[src/rtl/serx_pkg.sv]
package serx_pkg;
  localparam int unsigned NUM_SRC = 4;

  // bit 0 holding-empty, bit 1 transmit-end, bit 2 receive-full, bit 3 overrun
  typedef struct packed {
    logic ovr;
    logic rfull;
    logic tend;
    logic tempty;
  } serx_flags_t;
endpackage

[src/rtl/serx_clkgen.sv]
module serx_clkgen #(
  parameter int unsigned HALF_DIV = 4
) (
  input  logic clk,
  input  logic rst,
  input  logic master,
  input  logic run_req,
  input  logic sck_in,
  input  logic sd_in,
  output logic fall_stb,
  output logic rise_stb,
  output logic sck_out,
  output logic sd_sync
);
  localparam int unsigned DIV_W = (HALF_DIV > 1) ? $clog2(HALF_DIV) : 1;
  localparam logic [DIV_W-1:0] DIV_LAST = DIV_W'(HALF_DIV - 1);

  logic [2:0] sck_sh;
  logic [1:0] sd_sh;
  logic [DIV_W-1:0] div_cnt;
  logic sck_q;
  logic active;
  logic tick;
  logic ext_fall;
  logic ext_rise;

  always_ff @(posedge clk) begin
    if (rst) begin
      sck_sh <= 3'b111;
      sd_sh  <= 2'b00;
    end else begin
      sck_sh <= {sck_sh[1:0], sck_in};
      sd_sh  <= {sd_sh[0], sd_in};
    end
  end

  assign ext_fall = sck_sh[2] & ~sck_sh[1];
  assign ext_rise = ~sck_sh[2] & sck_sh[1];
  assign sd_sync  = sd_sh[1];

  assign active = run_req | ~sck_q;
  assign tick   = master & active & (div_cnt == DIV_LAST);

  always_ff @(posedge clk) begin
    if (rst) begin
      div_cnt <= '0;
      sck_q   <= 1'b1;
    end else if (!master || !active) begin
      div_cnt <= '0;
      sck_q   <= 1'b1;
    end else if (tick) begin
      div_cnt <= '0;
      sck_q   <= ~sck_q;
    end else begin
      div_cnt <= div_cnt + 1'b1;
    end
  end

  assign fall_stb = master ? (tick & sck_q)  : ext_fall;
  assign rise_stb = master ? (tick & ~sck_q) : ext_rise;
  assign sck_out  = sck_q;

  // with no work the master clock holds high
  p_idle_high_r2: assert property (@(posedge clk) disable iff (rst)
    (master && !run_req && sck_q) |=> sck_q);
  // in slave mode the internal clock output never leaves high
  p_slave_quiet_r11: assert property (@(posedge clk) disable iff (rst)
    !master |=> sck_q);
endmodule

[src/rtl/serx_shifter.sv]
module serx_shifter #(
  parameter int unsigned DATA_W = 8
) (
  input  logic              clk,
  input  logic              rst,
  input  logic              fall_stb,
  input  logic              rise_stb,
  input  logic              mode_tx,
  input  logic              lsb_first,
  input  logic              sd_in,
  input  logic [DATA_W-1:0] tx_word,
  output logic              load_stb,
  output logic              done_stb,
  output logic              busy,
  output logic [DATA_W-1:0] rx_word,
  output logic              sd_out
);
  localparam int unsigned CNT_W = (DATA_W > 2) ? $clog2(DATA_W) : 1;
  localparam logic [CNT_W-1:0] BIT_LAST = CNT_W'(DATA_W - 1);

  logic [DATA_W-1:0] sr;
  logic [DATA_W-1:0] sr_next;
  logic [CNT_W-1:0]  bit_cnt;
  logic              busy_q;
  logic              sd_q;

  assign sr_next  = lsb_first ? {sd_in, sr[DATA_W-1:1]} : {sr[DATA_W-2:0], sd_in};
  assign load_stb = fall_stb & ~busy_q & mode_tx;
  assign done_stb = rise_stb & busy_q & (bit_cnt == BIT_LAST);
  assign rx_word  = sr_next;
  assign busy     = busy_q;
  assign sd_out   = sd_q;

  always_ff @(posedge clk) begin
    if (rst) begin
      sr      <= '0;
      bit_cnt <= '0;
      busy_q  <= 1'b0;
      sd_q    <= 1'b1;
    end else if (fall_stb) begin
      if (!busy_q) begin
        busy_q  <= 1'b1;
        bit_cnt <= '0;
        if (mode_tx) begin
          sr   <= tx_word;
          sd_q <= lsb_first ? tx_word[0] : tx_word[DATA_W-1];
        end
      end else begin
        sd_q <= lsb_first ? sr[0] : sr[DATA_W-1];
      end
    end else if (rise_stb && busy_q) begin
      sr      <= sr_next;
      bit_cnt <= bit_cnt + 1'b1;
      if (bit_cnt == BIT_LAST) busy_q <= 1'b0;
    end
  end

  // an idle shifter always starts the next byte from bit zero
  p_idle_count_r5: assert property (@(posedge clk) disable iff (rst)
    !busy_q |-> (bit_cnt == '0));
  // data output only moves on a falling strobe
  p_out_on_fall_r3: assert property (@(posedge clk) disable iff (rst)
    !fall_stb |=> $stable(sd_q));
  // finishing a byte always leaves the shifter idle
  p_done_idle_r6: assert property (@(posedge clk) disable iff (rst)
    done_stb |=> !busy_q);
endmodule

[src/rtl/serx_status.sv]
module serx_status
  import serx_pkg::*;
#(
  parameter int unsigned DATA_W = 8
) (
  input  logic               clk,
  input  logic               rst,
  input  logic               tx_wr,
  input  logic [DATA_W-1:0]  tx_data,
  input  logic               rx_rd,
  input  logic               ovr_clr,
  input  logic [NUM_SRC-1:0] irq_en,
  input  logic               mode_tx,
  input  logic               load_stb,
  input  logic               done_stb,
  input  logic [DATA_W-1:0]  rx_word,
  output serx_flags_t        flags,
  output logic [DATA_W-1:0]  tx_hold,
  output logic [DATA_W-1:0]  rx_hold,
  output logic               irq
);
  serx_flags_t       fl;
  logic [DATA_W-1:0] txh;
  logic [DATA_W-1:0] rxh;
  logic              irq_q;
  logic              rx_done;
  logic              rfull_live;

  assign rx_done    = done_stb & ~mode_tx;
  assign rfull_live = fl.rfull & ~rx_rd;

  always_ff @(posedge clk) begin
    if (rst) begin
      fl    <= '{ovr: 1'b0, rfull: 1'b0, tend: 1'b0, tempty: 1'b1};
      txh   <= '0;
      rxh   <= '0;
      irq_q <= 1'b0;
    end else begin
      if (tx_wr) begin
        txh       <= tx_data;
        fl.tempty <= 1'b0;
        fl.tend   <= 1'b0;
      end else begin
        if (load_stb) fl.tempty <= 1'b1;
        if (done_stb && mode_tx && fl.tempty) fl.tend <= 1'b1;
      end

      if (rx_done) begin
        if (rfull_live) begin
          fl.ovr <= 1'b1;
        end else begin
          rxh      <= rx_word;
          fl.rfull <= 1'b1;
        end
      end else if (rx_rd) begin
        fl.rfull <= 1'b0;
      end

      if (!(rx_done && rfull_live) && ovr_clr) fl.ovr <= 1'b0;

      irq_q <= |(fl & irq_en);
    end
  end

  assign flags   = fl;
  assign tx_hold = txh;
  assign rx_hold = rxh;
  assign irq     = irq_q;

  // a write always leaves the holding register full
  p_write_fills_r6: assert property (@(posedge clk) disable iff (rst)
    tx_wr |=> !fl.tempty);
  // transmit-end only appears with an empty holding register
  p_end_needs_empty_r7: assert property (@(posedge clk) disable iff (rst)
    $rose(fl.tend) |-> fl.tempty);
  // a byte landing on unread data flags overrun and keeps the old byte
  p_overrun_keeps_r8: assert property (@(posedge clk) disable iff (rst)
    (rx_done && fl.rfull && !rx_rd) |=> (fl.ovr && $stable(rxh)));
  // interrupt only follows an enabled flag of the previous cycle
  p_irq_source_r10: assert property (@(posedge clk) disable iff (rst)
    irq_q |-> $past(|(fl & irq_en)));
endmodule

[src/rtl/sync_serial_xcvr.sv]
module sync_serial_xcvr
  import serx_pkg::*;
#(
  parameter int unsigned DATA_W   = 8,
  parameter int unsigned HALF_DIV = 4
) (
  input  logic               clk,
  input  logic               rst,
  input  logic               master_en,
  input  logic               mode_tx,
  input  logic               lsb_first,
  input  logic               rx_run,
  input  logic [NUM_SRC-1:0] irq_en,
  input  logic               tx_wr,
  input  logic [DATA_W-1:0]  tx_data,
  input  logic               rx_rd,
  input  logic               ovr_clr,
  output logic [DATA_W-1:0]  rx_data,
  output logic [NUM_SRC-1:0] status,
  output logic               irq,
  input  logic               sck_i,
  output logic               sck_o,
  output logic               sck_oe,
  input  logic               sd_i,
  output logic               sd_o,
  output logic               sd_oe
);
  serx_flags_t       flags;
  logic [DATA_W-1:0] tx_hold;
  logic [DATA_W-1:0] rx_word;
  logic              fall_stb;
  logic              rise_stb;
  logic              load_stb;
  logic              done_stb;
  logic              busy;
  logic              sd_sync;
  logic              run_req;

  assign run_req = busy | (mode_tx ? ~flags.tempty : rx_run);

  serx_clkgen #(.HALF_DIV(HALF_DIV)) u_clkgen (
    .clk      (clk),
    .rst      (rst),
    .master   (master_en),
    .run_req  (run_req),
    .sck_in   (sck_i),
    .sd_in    (sd_i),
    .fall_stb (fall_stb),
    .rise_stb (rise_stb),
    .sck_out  (sck_o),
    .sd_sync  (sd_sync)
  );

  serx_shifter #(.DATA_W(DATA_W)) u_shifter (
    .clk       (clk),
    .rst       (rst),
    .fall_stb  (fall_stb),
    .rise_stb  (rise_stb),
    .mode_tx   (mode_tx),
    .lsb_first (lsb_first),
    .sd_in     (sd_sync),
    .tx_word   (tx_hold),
    .load_stb  (load_stb),
    .done_stb  (done_stb),
    .busy      (busy),
    .rx_word   (rx_word),
    .sd_out    (sd_o)
  );

  serx_status #(.DATA_W(DATA_W)) u_status (
    .clk      (clk),
    .rst      (rst),
    .tx_wr    (tx_wr),
    .tx_data  (tx_data),
    .rx_rd    (rx_rd),
    .ovr_clr  (ovr_clr),
    .irq_en   (irq_en),
    .mode_tx  (mode_tx),
    .load_stb (load_stb),
    .done_stb (done_stb),
    .rx_word  (rx_word),
    .flags    (flags),
    .tx_hold  (tx_hold),
    .rx_hold  (rx_data),
    .irq      (irq)
  );

  assign status = flags;
  assign sck_oe = master_en;
  assign sd_oe  = mode_tx;
endmodule

[config.mk]
export PLATFORM = sky130hd
export DESIGN_NAME = sync_serial_xcvr
export DESIGN_NICKNAME = d
export VERILOG_FILES = /design/src/rtl/serx_pkg.sv /design/src/rtl/serx_clkgen.sv /design/src/rtl/serx_shifter.sv /design/src/rtl/serx_status.sv /design/src/rtl/sync_serial_xcvr.sv
export SDC_FILE = /design/constraint.sdc
export NUM_CORES = 1
export LEC_CHECK = 0
export ABC_AREA = 1
export ABC_CLOCK_PERIOD_IN_PS = 1950
export CORE_AREA = 2 2 62 64
export DETAILED_ROUTE_END_ITERATION = 10
export DIE_AREA = 0 0 64 66
export DONT_BUFFER_PORTS = 1
export PLACE_DENSITY = 0.73
export SLEW_MARGIN = 20
export SYNTH_ARGS = -nofsm -noshare
export SYNTH_HDL_FRONTEND = slang
export SYNTH_SLANG_ARGS = --single-unit
export TNS_END_PERCENT = 30
[constraint.sdc]
create_clock -name clk -period 1.95 [get_ports clk]
set_clock_uncertainty 0.05 [all_clocks]
set_input_delay 0.39 -clock clk [delete_from_list [all_inputs] [get_ports clk]]
set_output_delay 0.39 -clock clk [all_outputs]
set_load 0.02 [all_outputs]
==> out/summary.txt <==
count leader, synth -> nand2_1
vias -> 1,551
Area Growth Syn to Fin -> 3.65%
diode count -> 0
die area -> 4220 µm²
clock-pin slew on the worst setup and hold paths -> 0.12 ns
Rel. slew slack -> 63.5%
Mapped Cells -> 260
setup TNS -> 0 ns
Arr. time, crit path -> 1.98 ns
FFs w/ async S/R, synth -> 0%
area leader, netlist -> dfxtp_1
Core Area -> 3550 µm²
cts bufs inserted -> 5
Peak VDD IR -> 0.339 mV
CP max FO -> 17
RSZ-0062 raised after global routing -> false
slew at the pin with the worst max-slew slack -> 0.546 ns
Via density -> 5.07
Final Hold Violating Endpoints -> 0
share of cells above drive strength 1 -> 8.53%
fmax -> 0.573 GHz
TritonCTS clock tree -> yes
pin count of the biggest net entering global routing -> 22
top cell type's share of synthesized area -> 44.6%
Setup WS post-layout -> 0.206 ns
drt drc -> 0
total power -> 1400 µW
Hold-fix buffers, CTS -> 0
synthesis-stage register bit count -> 42
global route overflow -> 0
Worst setup EP type -> flop
largest cells by area after synthesis -> dfxtp_1 45%, nand2_1 10%, nor2_1 8.0%
worst r2r dst -> u_status.rx_hold[3]$_SDFFE_PP0P_
Hold WC Path Type -> in -> reg
Root Driver -> clkbuf_4
site row count -> 22
vias in the first global route -> 1,478
crit share post-route -> 89.4%
syn avg cell area -> 7.25 µm²
mapped cell area -> 1880 µm²
max_cap viols -> 0
register-to-register setup slack -> 0.21 ns
Pwr Density -> 718 nW/µm²
worst endpoint required time -> 2.18 ns
FF-to-FF Start -> u_clkgen.div_cnt[0]$_SDFF_PP0_
commonest register cell after synthesis -> dfxtp_1
Worst Reg-to-Reg Cells -> 8
iteration count of the initial detailed-routing pass -> 4
Worst Min Path Start -> tx_wr
DRT iter0 DRCs -> 59
Post-synth EDFFs -> 0
Leakage -> 0.000837 µW
initial antenna violation count -> 0
Worst Hold Path Cells -> 1
number of setup violations in the final report -> 0
global-route wire length before repair -> 6.41 mm
Post-Route WL -> 3.78 mm
Syn. warnings -> 0
htree depth -> 2
clock latency on the worst-skew pair -> 0.35 ns
Layout Nets -> 284
Initial Utilization -> 53.1%
post-synthesis sequential area ratio -> 44.6%
Sink Count -> 42
CP startpoint kind -> flop
post_cts resized -> 0
pre-CTS setup slack -> 0.229 ns
gpl congestion -> 0.799
post-synth cell types -> 27
status -> finished clean
I/O Buffers -> 0
Post-CTS Setup Bufs -> 0
detailed-route wire length per cell -> 12.3 µm
worst hold endpoint -> u_status.flags[1]$_SDFFE_PP0P_
Period minus WS final -> 1.74 ns
most frequent cells after synthesis -> 51 x nand2_1, 42 x dfxtp_1, 40 x nor2_1
Post-DRT Antenna Nets -> 0
# IOs -> 40
Tot GR Track Use -> 19.7%
Final HPWL DP -> 2.78 mm
clock buffer depth -> 2
post-synthesis net count -> 286
critical path class -> reg -> reg
Die X-Extent -> 64 µm
Slew Limit Fails -> 0
die height -> 66 µm
[cell usage in the layout (no fill, tap or decap)]
cell type / n
a21oi_1: 17
nand3_4: 3
or2_1: 3
ha_1: 3
nand2_1: 51
nor2_4: 1
nand4_1: 1
a211oi_1: 2
inv_1: 23
clkinv_1: 2
o21ai_2: 1
dfxtp_1: 42
buf_4: 4
clkinv_2: 3
o21ai_0: 19
a41oi_1: 1
or2_0: 5
nor2_1: 40
o21ai_1: 9
nand3_1: 16
inv_2: 3
or2_2: 2
o211ai_1: 2
clkbuf_4: 5
[final cells by class]
type | instances | area (µm²)
Sequential cell | 42 | 841
Multi-Input combinational cell | 176 | 865
Clock buffer | 5 | 37.5
Inverter | 29 | 110
Tap cell | 48 | 60.1
Fill cell | 348 | 1600
Timing Repair Buffer | 4 | 30.0
Clock inverter | 2 | 10.0
[power by group]
group,internal (µW),switching [µW]
registers,885,15.6
clock network,130,266
logic,39.6,67.6
total,1050,349
[state kept, by name (all words and copies together) (netlist names)]
name and count:
u_status.flags 4, u_status.irq 1, u_clkgen.sck_sh 3, u_shifter.sr 8, u_status.tx_hold 8, u_clkgen.div_cnt 2
u_shifter.bit_cnt 3, u_shifter.sd_out 1, u_status.rx_hold 8, u_shifter.busy 1, u_clkgen.sd_sh 2, u_clkgen.sck_out 1
[metal layers]
layer	up-vias	routed length (µm)	global-route usage (%)
met5	-	0	0
met4	0	44	6.52
met3	4	212	6.13
met2	35	1870	36.8
met1	689	1650	20.8
li1	823	-	-
[how the worst max path moves through the flow]
stage                              startpoint                                to  slack, ns  cells past startpoint
3_5_place_dp   u_clkgen.div_cnt[0]$_SDFF_PP0_  u_status.rx_hold[3]$_SDFFE_PP0P_       0.23                      8
2_1_floorplan  u_clkgen.div_cnt[0]$_SDFF_PP0_  u_status.rx_hold[6]$_SDFFE_PP0P_       0.38                      9
5_1_grt        u_clkgen.div_cnt[0]$_SDFF_PP0_  u_status.rx_hold[3]$_SDFFE_PP0P_       0.06                      8
6_report       u_clkgen.div_cnt[0]$_SDFF_PP0_  u_status.rx_hold[3]$_SDFFE_PP0P_       0.21                      8
4_1_cts        u_clkgen.div_cnt[0]$_SDFF_PP0_  u_status.rx_hold[3]$_SDFFE_PP0P_       0.19                      8
3_3_place_gp      u_shifter.busy$_SDFFE_PP0P_     u_shifter.sd_out$_SDFFE_PP1P_       0.30                      8
[stage by stage]
stage / cell area, µm² / cells / util [%] / hold WS (ns)
2_1_floorplan: 1880 / 260 / - / 0.338
3_3_place_gp: 1910 / 299 / 53.7 / 0.346
3_5_place_dp: 1910 / 299 / 53.7 / 0.349
4_1_cts: 1950 / 306 / 55.0 / 0.0316
5_1_grt: 1950 / 306 / 55.0 / 0.0272
6_report: 1950 / 306 / 55.0 / 0.0402
[cells by family after synthesis]
family          after synthesis  synth area share [%]
fa+ha+maj                     3                  1.99
buf+inv                      42                  9.49
simple gates                122                  29.4
compound gates               51                  14.5
flops                        42                  44.6
[critical path, stage by stage (launching register included)]
cell     delay (ns)
dfxtp_1        0.36
ha_1           0.21
nand3_1        0.11
nand2_1        0.11
nand3_4        0.13
nor2_4         0.17
nand3_4        0.17
or2_1          0.25
a21oi_1        0.12
No activity file was read; power rests on OpenSTA's default activity.
